[config.mk]
export PLATFORM = sky130hd
export DESIGN_NAME = coproc_irq_arbiter
export DESIGN_NICKNAME = d
export VERILOG_FILES = /design/src/rtl/cia_pkg.sv /design/src/rtl/cia_regfile.sv /design/src/rtl/cia_pick.sv /design/src/rtl/coproc_irq_arbiter.sv
export SDC_FILE = /design/constraint.sdc
export NUM_CORES = 1
export LEC_CHECK = 0
export ABC_CLOCK_PERIOD_IN_PS = 2700
export BUFFER_PORTS_ARGS = -buffer_cell sky130_fd_sc_hd__buf_4
export CORE_UTILIZATION = 46
export CTS_BUF_LIST = sky130_fd_sc_hd__clkbuf_16
export CTS_CLUSTER_DIAMETER = 200
export DETAILED_ROUTE_END_ITERATION = 8
export HOLD_SLACK_MARGIN = 0.15
export PLACE_DENSITY_LB_ADDON = 0.08
export SLEW_MARGIN = 20
export SYNTH_ARGS = -nofsm -noshare
export SYNTH_HDL_FRONTEND = slang
export SYNTH_HIERARCHICAL = 1
export SYNTH_SLANG_ARGS = --single-unit
[constraint.sdc]
create_clock -name clk -period 2.7 [get_ports clk]
set_input_delay 0 -clock clk [delete_from_list [all_inputs] [get_ports clk]]
set_output_delay 0 -clock clk [all_outputs]
set_load 0.03 [all_outputs]
[src/rtl/cia_pkg.sv]
package cia_pkg;
    parameter int W = 8;
    localparam int B_HIRQ  = 7;
    localparam int B_SLEEP = 6;
    localparam int B_HALT  = 5;
    localparam int B_NMI   = 4;
    localparam int B_TMR   = 6;
    localparam int B_DMA   = 5;

    typedef enum logic [1:0] {
        VEC_NONE = 2'b00,
        VEC_NMI  = 2'b01,
        VEC_IRQ  = 2'b10
    } vec_e;

    typedef enum logic [2:0] {
        SRC_NONE, SRC_NMI, SRC_TMR, SRC_DMA, SRC_HOST
    } src_e;
endpackage

[src/rtl/cia_regfile.sv]
module cia_regfile
    import cia_pkg::*;
(
    input  logic         clk,
    input  logic         rst,
    input  logic         ctl_wr,
    input  logic [W-1:0] ctl_wdata,
    input  logic         en_wr,
    input  logic [W-1:0] en_wdata,
    output logic [W-1:0] ctl_q,
    output logic [W-1:0] en_q
);
    typedef struct packed {
        logic [W-1:0] ctl;
        logic [W-1:0] en;
    } rf_t;

    rf_t rf_d, rf_q;

    always_comb begin
        rf_d = rf_q;
        if (ctl_wr) rf_d.ctl = ctl_wdata;
        if (en_wr)  rf_d.en  = en_wdata;
    end

    always_ff @(posedge clk) begin
        if (rst) rf_q <= '0;
        else     rf_q <= rf_d;
    end

    assign ctl_q = rf_q.ctl;
    assign en_q  = rf_q.en;
endmodule

[src/rtl/cia_pick.sv]
module cia_pick
    import cia_pkg::*;
(
    input  logic [W-1:0] ctl,
    input  logic [W-1:0] en,
    input  logic [W-1:0] ackl,
    input  logic         iflag,
    input  logic         boundary,
    output src_e         src
);
    logic gated;
    logic nmi_rdy, tmr_rdy, dma_rdy, host_rdy;

    always_comb begin
        gated    = ctl[B_HALT] | ctl[B_SLEEP];
        nmi_rdy  = ctl[B_NMI]  & ~ackl[B_NMI];
        tmr_rdy  = en[B_TMR]   & ~ackl[B_TMR];
        dma_rdy  = en[B_DMA]   & ~ackl[B_DMA];
        host_rdy = ctl[B_HIRQ] & ~ackl[B_HIRQ];
        src = SRC_NONE;
        if (boundary && !gated) begin
            if (nmi_rdy)         src = SRC_NMI;
            else if (!iflag) begin
                if (tmr_rdy)       src = SRC_TMR;
                else if (dma_rdy)  src = SRC_DMA;
                else if (host_rdy) src = SRC_HOST;
            end
        end
    end
endmodule

[src/rtl/coproc_irq_arbiter.sv]
module coproc_irq_arbiter
    import cia_pkg::*;
(
    input  logic         clk,
    input  logic         rst,
    input  logic         ctl_wr,
    input  logic [W-1:0] ctl_wdata,
    input  logic         en_wr,
    input  logic [W-1:0] en_wdata,
    input  logic         ack_wr,
    input  logic [W-1:0] ack_wdata,
    input  logic [W-1:0] ack_clr,
    input  logic         boundary,
    input  logic         cpu_iflag,
    input  logic         wai_enter,
    output logic         issue_en,
    output logic         take,
    output logic [1:0]   vec_sel,
    output logic         pc_advance,
    output logic         waiting,
    output logic [W-1:0] status,
    output logic [W-1:0] ack
);
    typedef struct packed {
        logic [W-1:0] status;
        logic [W-1:0] ackl;
        logic         wait_st;
        logic         take;
        vec_e         vec;
        logic         pcadv;
    } st_t;

    st_t  st_d, st_q;
    logic [W-1:0] ctl_q, en_q;
    src_e src;

    cia_regfile u_rf (
        .clk(clk), .rst(rst),
        .ctl_wr(ctl_wr), .ctl_wdata(ctl_wdata),
        .en_wr(en_wr), .en_wdata(en_wdata),
        .ctl_q(ctl_q), .en_q(en_q)
    );

    cia_pick u_pick (
        .ctl(ctl_q), .en(en_q), .ackl(st_q.ackl),
        .iflag(cpu_iflag), .boundary(boundary), .src(src)
    );

    always_comb begin
        st_d       = st_q;
        st_d.take  = (src != SRC_NONE);
        st_d.vec   = VEC_NONE;
        st_d.pcadv = 1'b0;
        if (ack_wr) st_d.ackl = ack_wdata;
        st_d.ackl = st_d.ackl & ~ack_clr;
        if (wai_enter) st_d.wait_st = 1'b1;
        case (src)
            SRC_NMI: begin
                st_d.vec           = VEC_NMI;
                st_d.status[B_NMI] = 1'b1;
                st_d.ackl[B_NMI]   = 1'b1;
            end
            SRC_TMR: begin
                st_d.vec           = VEC_IRQ;
                st_d.status[B_TMR] = 1'b1;
            end
            SRC_DMA: begin
                st_d.vec           = VEC_IRQ;
                st_d.status[B_DMA] = 1'b1;
            end
            SRC_HOST: begin
                st_d.vec            = VEC_IRQ;
                st_d.status[B_HIRQ] = 1'b1;
            end
            default: ;
        endcase
        if (st_d.take) begin
            st_d.pcadv   = st_q.wait_st;
            st_d.wait_st = 1'b0;
        end
    end

    always_ff @(posedge clk) begin
        if (rst) st_q <= '0;
        else     st_q <= st_d;
    end

    assign issue_en   = ~(ctl_q[B_HALT] | ctl_q[B_SLEEP]);
    assign take       = st_q.take;
    assign vec_sel    = st_q.vec;
    assign pc_advance = st_q.pcadv;
    assign waiting    = st_q.wait_st;
    assign status     = st_q.status;
    assign ack        = st_q.ackl;
endmodule

* Word level (Yosys, flattened, before mapping) *
Cells that the tools add are included.

cells by class
  eq/ne operators = 4
  multiplexer cells = 9
  bitwise gates (word level) = 13
  reductions and logical operators = 6

operator list
  operator                                       number
  2-to-1 mux 3 bit                               6
  AND 8 bit                                      1
  2-to-1 mux 8 bit                               1
  inverter 8 bit                                 1
  == test 3 x 2 -> 1 bit, second input constant  2
  inverter 1 bit                                 6
  AND 1 bit                                      4
  case mux 2 bit (2 select lines)                1
  OR reduction 2 bit                             2
  == test 3 x 1 -> 1 bit, second input constant  1
  == test 3 bit, second input constant           1
  nonzero test 3 bit                             1
  OR reduction 3 bit                             1
  logical AND 1 bit                              1
  zero test 1 bit                                1
  2-to-1 mux 1 bit                               1
  bitwise OR 1 bit                               1

storage, ports and cells
  register bits after elaboration = 32
  bits of input ports = 40
  output and inout port bits = 22
  word-level logic and storage cells = 43

* Logic depth before layout (Yosys ltp) *
Gate-level depths: netlist (run 1).

  depth in word-level cells = 11
  gate-level depth with buffers = 5
  gate-level depth less buffers = 5

* By module *
Netlist (run 1), hierarchy kept.

by module, submodules not included
  module              times used  cells an instance  area each (um^2)  sequential area each (um^2)
  coproc_irq_arbiter  1           62                 643.1             340.3
  cia_regfile         1           52                 579.3             320.3
  cia_pick            1           12                 78.8              0.0

* Worst setup path after synthesis (run 1) *
OpenSTA, ideal clock, no wires.

  path kind = reg-to-reg
  start point = register st_q (netlist bit ack[4])
  end point = register st_q (netlist bit status[7])
  library setup time = 0.071 ns
  arrival time = 2.163 ns
  data required time = 2.629 ns
  slack = 0.466 ns
  stages on the path, launching flop included = 6
  buffers on the path = 0
  clock period less this slack = 2.234 ns
  cells stage by stage = dfxtp_1 > nand2b_1 > nand4b_1 > a2111oi_0 > or3b_1 > a21oi_1

on the way
  longest elaborated chain between the ends = 5

RTL lines
  what                    line                      text
  start, declared         coproc_irq_arbiter.sv:33  st_t st_d, st_q;
  start signal, assigned  coproc_irq_arbiter.sv:85  else st_q <= st_d;
  inverter 1 bit          cia_pick.sv:16            nmi_rdy = ctl[B_NMI] & ~ackl[B_NMI];
  AND 1 bit               cia_pick.sv:16
  2-to-1 mux 3 bit        cia_pick.sv:22            if (nmi_rdy) src = SRC_NMI;
  2-to-1 mux 3 bit        cia_pick.sv:21            if (boundary && !gated) begin
  via src[2]              coproc_irq_arbiter.sv:35  src_e src;
  == test 3 bit           coproc_irq_arbiter.sv:57  case (src)

The timed path passes the listed nets, and every way through them passes these cells.
A chain may end at the register's enable or synchronous reset.

* Worst setup path in the final report (run 1) *
  start point = register st_q (netlist bit ack[6])
  end point = register st_q (netlist bit ack[4])

on the way
  longest elaborated chain between the ends = 8

RTL lines
  what                    line                      text
  inverter 1 bit          cia_pick.sv:17            tmr_rdy = en[B_TMR] & ~ackl[B_TMR];
  AND 1 bit               cia_pick.sv:17
  2-to-1 mux 3 bit        cia_pick.sv:24            if (tmr_rdy) src = SRC_TMR;
  2-to-1 mux 3 bit        cia_pick.sv:23            else if (!iflag) begin
  2-to-1 mux 3 bit        cia_pick.sv:22
  2-to-1 mux 3 bit        cia_pick.sv:21
  via src[0]              coproc_irq_arbiter.sv:35
  == test 3 x 1 -> 1 bit  coproc_irq_arbiter.sv:57
  2-to-1 mux 1 bit        coproc_irq_arbiter.sv:57

The timed path passes the listed nets, and every way through them passes these cells.

==> out/metrics.csv, run 1 <==
stage,metric,value,unit
run_status,result of the run,completed,
worst_setup_path,Worst path top cell family by delay,simple AND/OR/NAND/NOR gates,
worst_setup_path,CP max FO,6,
worst_setup_path,Startpoint Class,flip-flop,
power,total power,841,uW
sta,Tcrit/Tclk final,93.6,%
clock_tree,Clock Latency Late Sink,0.25,ns
worst_setup_path,CP required,2.89,ns
sta,RSZ-0062 raised after global routing,no,
clock_tree,Max clock buf depth,2,
finish,Post-Layout Cell Count,203,
worst_setup_path,Worst Setup End Kind,flip-flop,
place,gpl congestion,0.713,
worst_setup_path,CP Cell Sequence,nor2b_4 > or4b_1 > a21oi_2 > or4b_4 > o31ai_1 > dlygate4sd3_1,
sta,Final Max Slew Viols,0,
clock_tree,Clock Sinks,23,
min_path,Worst Hold Class,in -> reg,
global_routing,largest net degree at the start of global routing,24,
finish,nets,217,
sta,fmax,396,MHz
sta,min cycle time layout,2.53,ns
worst_setup_path,critical path arrival,2.72,ns
detailed_routing,TritonRoute pass-1 iters,4,
worst_setup_path,Critical Path Max Stage Delay,0.58,ns
floorplanning,Die ar.,0.00228,sq mm
floorplanning,FP Rows,16,
detailed_routing,Detailed Route WL,2620,um
detailed_routing,DRC,0,
clock_tree,clock root buffer,clkbuf_16,
sta,Total Neg Setup Slack,0,ns
finish,area grow syn2layout,78.8,%
flow_run,number of max-cap violations,0,
logic_synthesis,yosys warns,6,
sta,final number of hold-violating endpoints,0,
global_routing,Overflow after GRT,0,
clock_tree,clock slew at reported path FFs,0.06,ns
power,Peak supply drop,432,uV
detailed_routing,"antenna viol nets, final",0,
finish,ANT cells,0,
worst_setup_path,"Worst Path Class, Setup",reg -> reg,
place,# port buffers,47,
clock_tree,total CTS buffers,3,
sta,hold_ws,0.176,ns
global_routing,vias in the first global route,912,
logic_synthesis,"Cell Area, Synth",963,sq um
detailed_routing,routed vias/inst,4.72,
clock_tree,CTS tree,built,
place,DP HPWL,1430,um
floorplanning,core area,0.00196,sq mm
worst_setup_path,Slowest cell on crit path,dlygate4sd3_1,
finish,layout cells sized above 1,31.3,%
logic_synthesis,syn_area_per_cell,10.0,sq um
sta,# setup viols final,0,
place,count of placed standard cells including taps,163,
floorplanning,IO Pins,62,
detailed_routing,Routed WL per cell,12.9,um
clock_tree,H-tree levels,1,
detailed_routing,initial DRC count,7,
power,Pwr per Cell Area,488,mW/mm^2
detailed_routing,via count,958,
global_routing,first-pass GRT wire length,3910,um
floorplanning,Die W,47.8,um
floorplanning,Starting Density,49.1,%
floorplanning,Chip Height,47.8,um
worst_setup_path,CP bufs+invs,1,
logic_synthesis,Gate Count Post-Synth,96,
global_routing,antenna violations before repair,0,
sta,clk_skew,0.00216,ns
power,Pleak,0.000819,uW
global_routing,total track usage,25.1,%
## worst paths after layout
path                  start        end  slack (ns)  cells after the start
hold reg to reg   status[7]  status[7]        0.44                      2
setup / recovery     ack[6]     ack[4]        0.17                      6
hold / removal     boundary  status[5]        0.18                      5
setup reg to reg     ack[6]     ack[4]        0.17                      6
## metrics by stage
stage          worst slack (ns)  util, %  area, sq um
2_1_floorplan             0.466        -          975
3_3_place_gp              0.763     65.2         1280
3_5_place_dp              0.738     65.2         1280
4_1_cts                   0.160     87.6         1720
5_1_grt                  0.0978     87.8         1720
6_report                  0.172     87.8         1720
## state kept, by name, summed over array words and instances, names as in the netlist
| name | count |
|---|---|
| waiting | 1 |
| take | 1 |
| pc_advance | 1 |
| vec_sel | 2 |
| u_rf/ctl_q | 4 |
| u_rf/en_q | 2 |
| ack | 8 |
| status | 4 |
## cells in the final DEF (no fill, tap or decap), types with 2 or more instances in the layout
cell and count:
dfxtp_1 23, nand2b_1 3, a21oi_1 5, or3b_1 2, conb_1 4, mux2i_1 14, inv_1 7, nor3_1 8
clkbuf_16 3, dlygate4sd3_1 36, buf_4 48, nor2_1 10
## what timing repair did
action	4_1_cts	5_1_grt
hold endpoints to repair	22	0
hold buffers	36	0
endpoints found under the setup margin	0	1
setup buffers	0	0
gates resized for setup	0	1
## per-layer routing
metal | global-route usage [%] | share of wire, %
met2 | 47.6 | 54
met1 | 26.0 | 40
met5 | 0 | 0
met4 | 11.7 | 1.4
met3 | 5.28 | 4.3
## final cells by class
class	instances	area, sq um
Clock buffer	3	75.1
Tap cell	27	33.8
Fill cell	111	239
Inverter	6	22.5
Timing Repair Buffer	84	721
Clock inverter	1	3.75
Multi-Input combinational cell	59	407
Sequential cell	23	460
## worst min-delay path: cells and delay by family
family / cells / cell delay (ns)
and+or+nand+nor: 2 / 0.14
AOI/OAI and AO/OA: 2 / 0.12
buffers and inverters: 1 / 0.11
## power by group
group,internal [uW],switching (uW),total (uW)
Clock,197,107,304
Sequential,354,9.93,364
Combinational,96.2,76.3,173
Power figures use the tool's default switching activity.
==> run 2, diff against run 1 <==
--- a/config.mk
+++ b/config.mk
@@ -7,7 +7,7 @@
 export LEC_CHECK = 0
 export ABC_CLOCK_PERIOD_IN_PS = 2700
 export BUFFER_PORTS_ARGS = -buffer_cell sky130_fd_sc_hd__buf_4
-export CORE_UTILIZATION = 46
+export CORE_UTILIZATION = 41
 export CTS_BUF_LIST = sky130_fd_sc_hd__clkbuf_16
 export CTS_CLUSTER_DIAMETER = 200
 export DETAILED_ROUTE_END_ITERATION = 8
@@ -16,5 +16,4 @@
 export SLEW_MARGIN = 20
 export SYNTH_ARGS = -nofsm -noshare
 export SYNTH_HDL_FRONTEND = slang
-export SYNTH_HIERARCHICAL = 1
 export SYNTH_SLANG_ARGS = --single-unit
==> out/metrics.csv, run 2 <==
stage,metric,value,unit
worst_setup_path,CP required,2.84,ns
sta,Final Max Slew Viols,0,
logic_synthesis,post-synth top area share,48.2,%
logic_synthesis,Gate Count Post-Synth,88,
place,DP HPWL,1510,um
floorplanning,FP Rows,17,
finish,max reg flops,8,
detailed_routing,routed vias/inst,4.73,
floorplanning,Chip Height,50.3,um
global_routing,antenna violations before repair,0,
worst_setup_path,Worst Setup End Kind,flip-flop,
detailed_routing,via count,946,
sta,clk_skew,0.00425,ns
global_routing,largest net degree at the start of global routing,23,
clock_tree,Max clock buf depth,2,
finish,"most common cell after layout, fill and taps aside",buf_4,
logic_synthesis,"Cell Area, Synth",955,sq um
detailed_routing,DRC,0,
place,gpl congestion,0.730,
clock_tree,post-CTS setup repair buffer count,0,
logic_synthesis,yosys warns,0,
logic_synthesis,fraction of registers with async set/reset,0,%
logic_synthesis,most frequent cells after synthesis,"dfxtp_1 (23), mux2i_1 (14), nor2_1 (9)",
logic_synthesis,ys flop type,dfxtp_1,
run_status,result of the run,completed,
finish,fill count,149,
min_path,Worst Hold Class,in -> reg,
logic_synthesis,syn_area_per_cell,10.8,sq um
power,Pwr per Cell Area,493,mW/mm^2
detailed_routing,initial DRC count,7,
clock_tree,CTS tree,built,
worst_setup_path,"Worst Path Class, Setup",in -> reg,
clock_tree,H-tree levels,1,
logic_synthesis,number of synthesized flops with an enable pin,0,
clock_tree,clock slew at reported path FFs,0.06,ns
sta,Setup WS post-layout,0.849,ns
finish,nets,213,
clock_tree,Clock Latency Late Sink,0.26,ns
floorplanning,core area,0.00221,sq mm
worst_setup_path,CP max FO,1,
sta,fmax,540,MHz
detailed_routing,"antenna viol nets, final",0,
sta,min cycle time layout,1.85,ns
logic_synthesis,Synth area leader,dfxtp_1,
power,Pleak,0.000833,uW
logic_synthesis,Synth Register Bits,23,
detailed_routing,Detailed Route WL,2560,um
power,Peak supply drop,403,uV
logic_synthesis,count of unique library cells instantiated by Yosys,28,
worst_setup_path,critical path arrival,1.99,ns
place,dpl ws,1.51,ns
global_routing,total track usage,22.5,%
finish,most frequent cells in the layout,"buf_4 (47), dlygate4sd3_1 (38), dfxtp_1 (23)",
floorplanning,Starting Density,43.2,%
clock_tree,total CTS buffers,3,
clock_tree,clock root buffer,clkbuf_16,
sta,RSZ-0062 raised after global routing,no,
sta,final number of hold-violating endpoints,0,
sta,Tcrit/Tclk final,68.6,%
logic_synthesis,sequential area share after synthesis,48.2,%
place,# port buffers,47,
finish,ANT cells,0,
detailed_routing,Routed WL per cell,12.8,um
floorplanning,Die W,50.3,um
sta,# setup viols final,0,
global_routing,Overflow after GRT,0,
finish,area grow syn2layout,84.9,%
global_routing,first-pass GRT wire length,4090,um
floorplanning,Die ar.,0.00253,sq mm
worst_setup_path,Startpoint Class,input port,
global_routing,vias in the first global route,984,
logic_synthesis,synth top area cells,"dfxtp_1 (48%), mux2i_1 (15%), buf_4 (3.9%)",
flow_run,number of max-cap violations,0,
floorplanning,IO Pins,62,
finish,layout cells sized above 1,37.2,%
finish,multi-input logic area,445,sq um
sta,Total Neg Setup Slack,0,ns
logic_synthesis,most frequent cell after synthesis,dfxtp_1,
clock_tree,post-CTS sizing,0,
finish,FF+latch area,460,sq um
clock_tree,Clock Sinks,23,
detailed_routing,TritonRoute pass-1 iters,4,
-- run 2: changes by cell type in the layout (fill, tap and decap cells not counted), moves of 2 or more --
cell           change
inv_1              -4
a21oi_1            -2
a31oi_1            +2
dlygate4sd3_1      +2
nand2b_1           -2
nor3b_2            +2
or3b_1             -2
-- run 2: cells by family (layout without fill, tap and decap cells) --
family / Yosys count / in the layout / share of synthesized area, %
compound gates: 10 / 10 / 9.30
other cells: 1 / 4 / 0.393
flops: 23 / 23 / 48.2
buf+inv: 11 / 92 / 6.29
simple gates: 29 / 29 / 21.1
mux: 14 / 14 / 14.7
-- run 2: power breakdown --
group / total (uW) / internal [uW] / switching (uW)
Clock: 326 / 199 / 126
Combinational: 181 / 102 / 79.6
Sequential: 364 / 354 / 9.98
-- run 2: repair_timing --
action,CTS,global route
setup endpoints to repair,0,0
endpoints found under the hold margin,22,0
hold buffers,38,0
-- run 2: layout make-up --
cell class,instances,area share (%)
Clock inverter,1,0.283
Clock buffer,3,4.25
Inverter,3,0.638
Tap cell,28,1.98
Multi-Input combinational cell,57,25.2
Timing Repair Buffer,85,41.5
Sequential cell,23,26.1
-- run 2: stage by stage --
step	instance area [sq um]	power, uW	hold WS, ns	utilization [%]	instances
floorplan	966	453	0.0695	-	91
global placement	1310	504	0.164	59.0	158
detailed placement	1310	507	0.166	59.0	158
CTS	1770	870	0.160	79.8	200
global route	1770	896	0.179	79.8	200
finish	1770	871	0.159	79.8	200
-- run 2: worst max-delay path, stage by stage --
cell	delay, ns
dlygate4sd3_1	0.53
buf_4	0.13
mux2i_1	0.13
dlygate4sd3_1	0.58
nor2_1	0.05
dlygate4sd3_1	0.56
-- run 2: path summary, 6_finish.rpt --
path / from / depth (start not counted) / slack [ns] / to
setup / recovery: en_wdata[5] / 6 / 0.85 / u_rf.en_q[5]
hold / removal: cpu_iflag / 4 / 0.16 / status[5]
setup reg to reg: u_rf.en_q[5] / 4 / 0.91 / u_rf.en_q[5]
hold reg to reg: status[4] / 2 / 0.46 / status[4]
-- run 2: metal layers --
layer	global-route usage, %	wire length [um]	part of all wire (%)
met5	0	0	0
met4	10.0	43	1.7
met3	5.76	141	5.5
met2	40.9	1310	51
met1	24.0	1070	42
==> run 3, diff against run 2 <==
--- a/config.mk
+++ b/config.mk
@@ -5,7 +5,7 @@
 export SDC_FILE = /design/constraint.sdc
 export NUM_CORES = 1
 export LEC_CHECK = 0
-export ABC_CLOCK_PERIOD_IN_PS = 2700
+export ABC_CLOCK_PERIOD_IN_PS = 1900
 export BUFFER_PORTS_ARGS = -buffer_cell sky130_fd_sc_hd__buf_4
 export CORE_UTILIZATION = 41
 export CTS_BUF_LIST = sky130_fd_sc_hd__clkbuf_16
==> constraint.sdc (replaced) <==
create_clock -name clk -period 1.9 [get_ports clk]
set_input_delay 0 -clock clk [delete_from_list [all_inputs] [get_ports clk]]
set_output_delay 0 -clock clk [all_outputs]
set_load 0.03 [all_outputs]
==> out/metrics.csv, run 3 (synthesized netlist as in run 2, its figures left out) <==
stage,metric,value,unit
min_path,Worst Hold Class,in -> reg,
worst_setup_path,Worst path top cell family by delay,buffers and inverters,
worst_setup_path,critical path arrival,1.99,ns
place,dpl ws,0.713,ns
worst_setup_path,Critical Path Max Stage Delay,0.59,ns
detailed_routing,Detailed Route WL,2570,um
worst_setup_path,CP Cell Sequence,dlygate4sd3_1 > buf_4 > mux2i_1 > dlygate4sd3_1 > nor2_1 > dlygate4sd3_1,
run_status,result of the run,completed,
worst_setup_path,CP required,2.04,ns
clock_tree,Clock Latency Late Sink,0.26,ns
detailed_routing,via count,934,
place,# port buffers,47,
power,Pleak,0.000833,uW
sta,RSZ-0062 raised after global routing,no,
sta,Tcrit/Tclk final,97.6,%
finish,ANT cells,0,
global_routing,first-pass GRT wire length,4100,um
detailed_routing,TritonRoute pass-1 iters,4,
global_routing,largest net degree at the start of global routing,23,
worst_setup_path,"most used cell, CP",dlygate4sd3_1,
power,Pwr per Cell Area,698,mW/mm^2
clock_tree,total CTS buffers,3,
sta,Setup WS post-layout,0.0461,ns
power,Clock power frac,37.1,%
finish,"most common cell after layout, fill and taps aside",buf_4,
sta,# setup viols final,0,
floorplanning,Die ar.,0.00253,sq mm
global_routing,vias in the first global route,996,
global_routing,Overflow after GRT,0,
power,Peak supply drop,564,uV
sta,clk_skew,0.00199,ns
finish,layout cells sized above 1,37.2,%
sta,final number of hold-violating endpoints,0,
finish,area grow syn2layout,84.9,%
detailed_routing,DRC,0,
worst_setup_path,Worst Setup End Kind,flip-flop,
floorplanning,Starting Density,43.2,%
floorplanning,FP Rows,17,
detailed_routing,routed vias/inst,4.67,
clock_tree,clock root buffer,clkbuf_16,
detailed_routing,"antenna viol nets, final",0,
finish,Post-Layout Cell Count,200,
power,total power,1230,uW
clock_tree,CTS tree,built,
finish,nets,213,
finish,most frequent cells in the layout,"buf_4 (47), dlygate4sd3_1 (38), dfxtp_1 (23)",
clock_tree,post-CTS setup repair buffer count,0,
place,count of placed standard cells including taps,158,
sta,Total Neg Setup Slack,0,ns
power,Int Power,931,uW
power,Combinational Power Share,20.9,%
place,gpl congestion,0.731,
floorplanning,core area,0.00221,sq mm
power,Seq pwr share,42.0,%
detailed_routing,initial DRC count,10,
global_routing,total track usage,22.4,%
finish,max reg flops,8,
floorplanning,Chip Height,50.3,um
power,switching power of the nets,302,uW
sta,min cycle time layout,1.85,ns
worst_setup_path,"Worst Path Class, Setup",in -> reg,
floorplanning,IO Pins,62,
floorplanning,Die W,50.3,um
detailed_routing,Routed WL per cell,12.9,um
finish,fill count,145,
clock_tree,H-tree levels,1,
worst_setup_path,Slowest cell on crit path,dlygate4sd3_1,
flow_run,number of max-cap violations,0,
clock_tree,Clock Sinks,23,
clock_tree,clock slew at reported path FFs,0.06,ns
place,DP HPWL,1510,um
worst_setup_path,CP max FO,1,
sta,Final Max Slew Viols,0,
worst_setup_path,CP bufs+invs,4,
clock_tree,Max clock buf depth,2,
global_routing,antenna violations before repair,0,
worst_setup_path,Startpoint Class,input port,
sta,fmax,539,MHz
power,Net Sw Frac,24.5,%
[run 3: cell counts in the layout (fill, tap and decap cells not counted)]
No cell type changed its count.
[run 3: final cells by class]
cell class	count	area, sq um	share of cell area (%)
Clock inverter	1	5.00	0.283
Sequential cell	23	460	26.1
Multi-Input combinational cell	57	445	25.2
Tap cell	28	35.0	1.98
Clock buffer	3	75.1	4.25
Timing Repair Buffer	85	733	41.5
Inverter	3	11.3	0.638
[run 3: tightest hold or removal path: cells and delay by family]
family,cells,cell delay [ns]
AOI/OAI and AO/OA,1,0.09
buffers and inverters,1,0.10
and+or+nand+nor,2,0.17
[run 3: path summary, 6_finish.rpt]
kind	start	endpoint	slack (ns)	depth (start not counted)
max	en_wdata[5]	u_rf.en_q[5]	0.05	6
min	cpu_iflag	vec_sel[0]	0.15	4
max reg2reg	u_rf.en_q[5]	u_rf.en_q[5]	0.11	4
min reg2reg	status[4]	status[4]	0.46	2
[run 3: metrics by stage]
step / area [sq um] / utilization (%) / hold WS, ns
2_1_floorplan: 966 / - / 0.0695
3_3_place_gp: 1310 / 59.0 / 0.164
3_5_place_dp: 1310 / 59.0 / 0.166
4_1_cts: 1770 / 79.8 / 0.154
5_1_grt: 1770 / 79.8 / 0.172
6_report: 1770 / 79.8 / 0.151
[run 3: power groups by stage]
stage               Sequential (uW)  Combinational, uW  Clock [uW]
floorplan                       551               93.4           0
detailed placement              527                193           0
global route                    520                274         476
CTS                             517                254         465
finish                          517                258         457
global placement                527                189           0
[run 3: per-layer routing]
metal  global-route usage [%]  up-vias  routed length (um)
met5                        0        -                   0
met4                     10.0        0                  45
met3                     5.15        4                 123
met2                     42.9       30                1330
met1                     22.5      435                1070
li1                         -      465                   -
[run 3: timing repair]
item / in CTS / in global routing
hold endpoints to repair: 22 / 0
gates resized for setup: 0 / 0
hold buffers: 38 / 0
endpoints found under the setup margin: 0 / 0
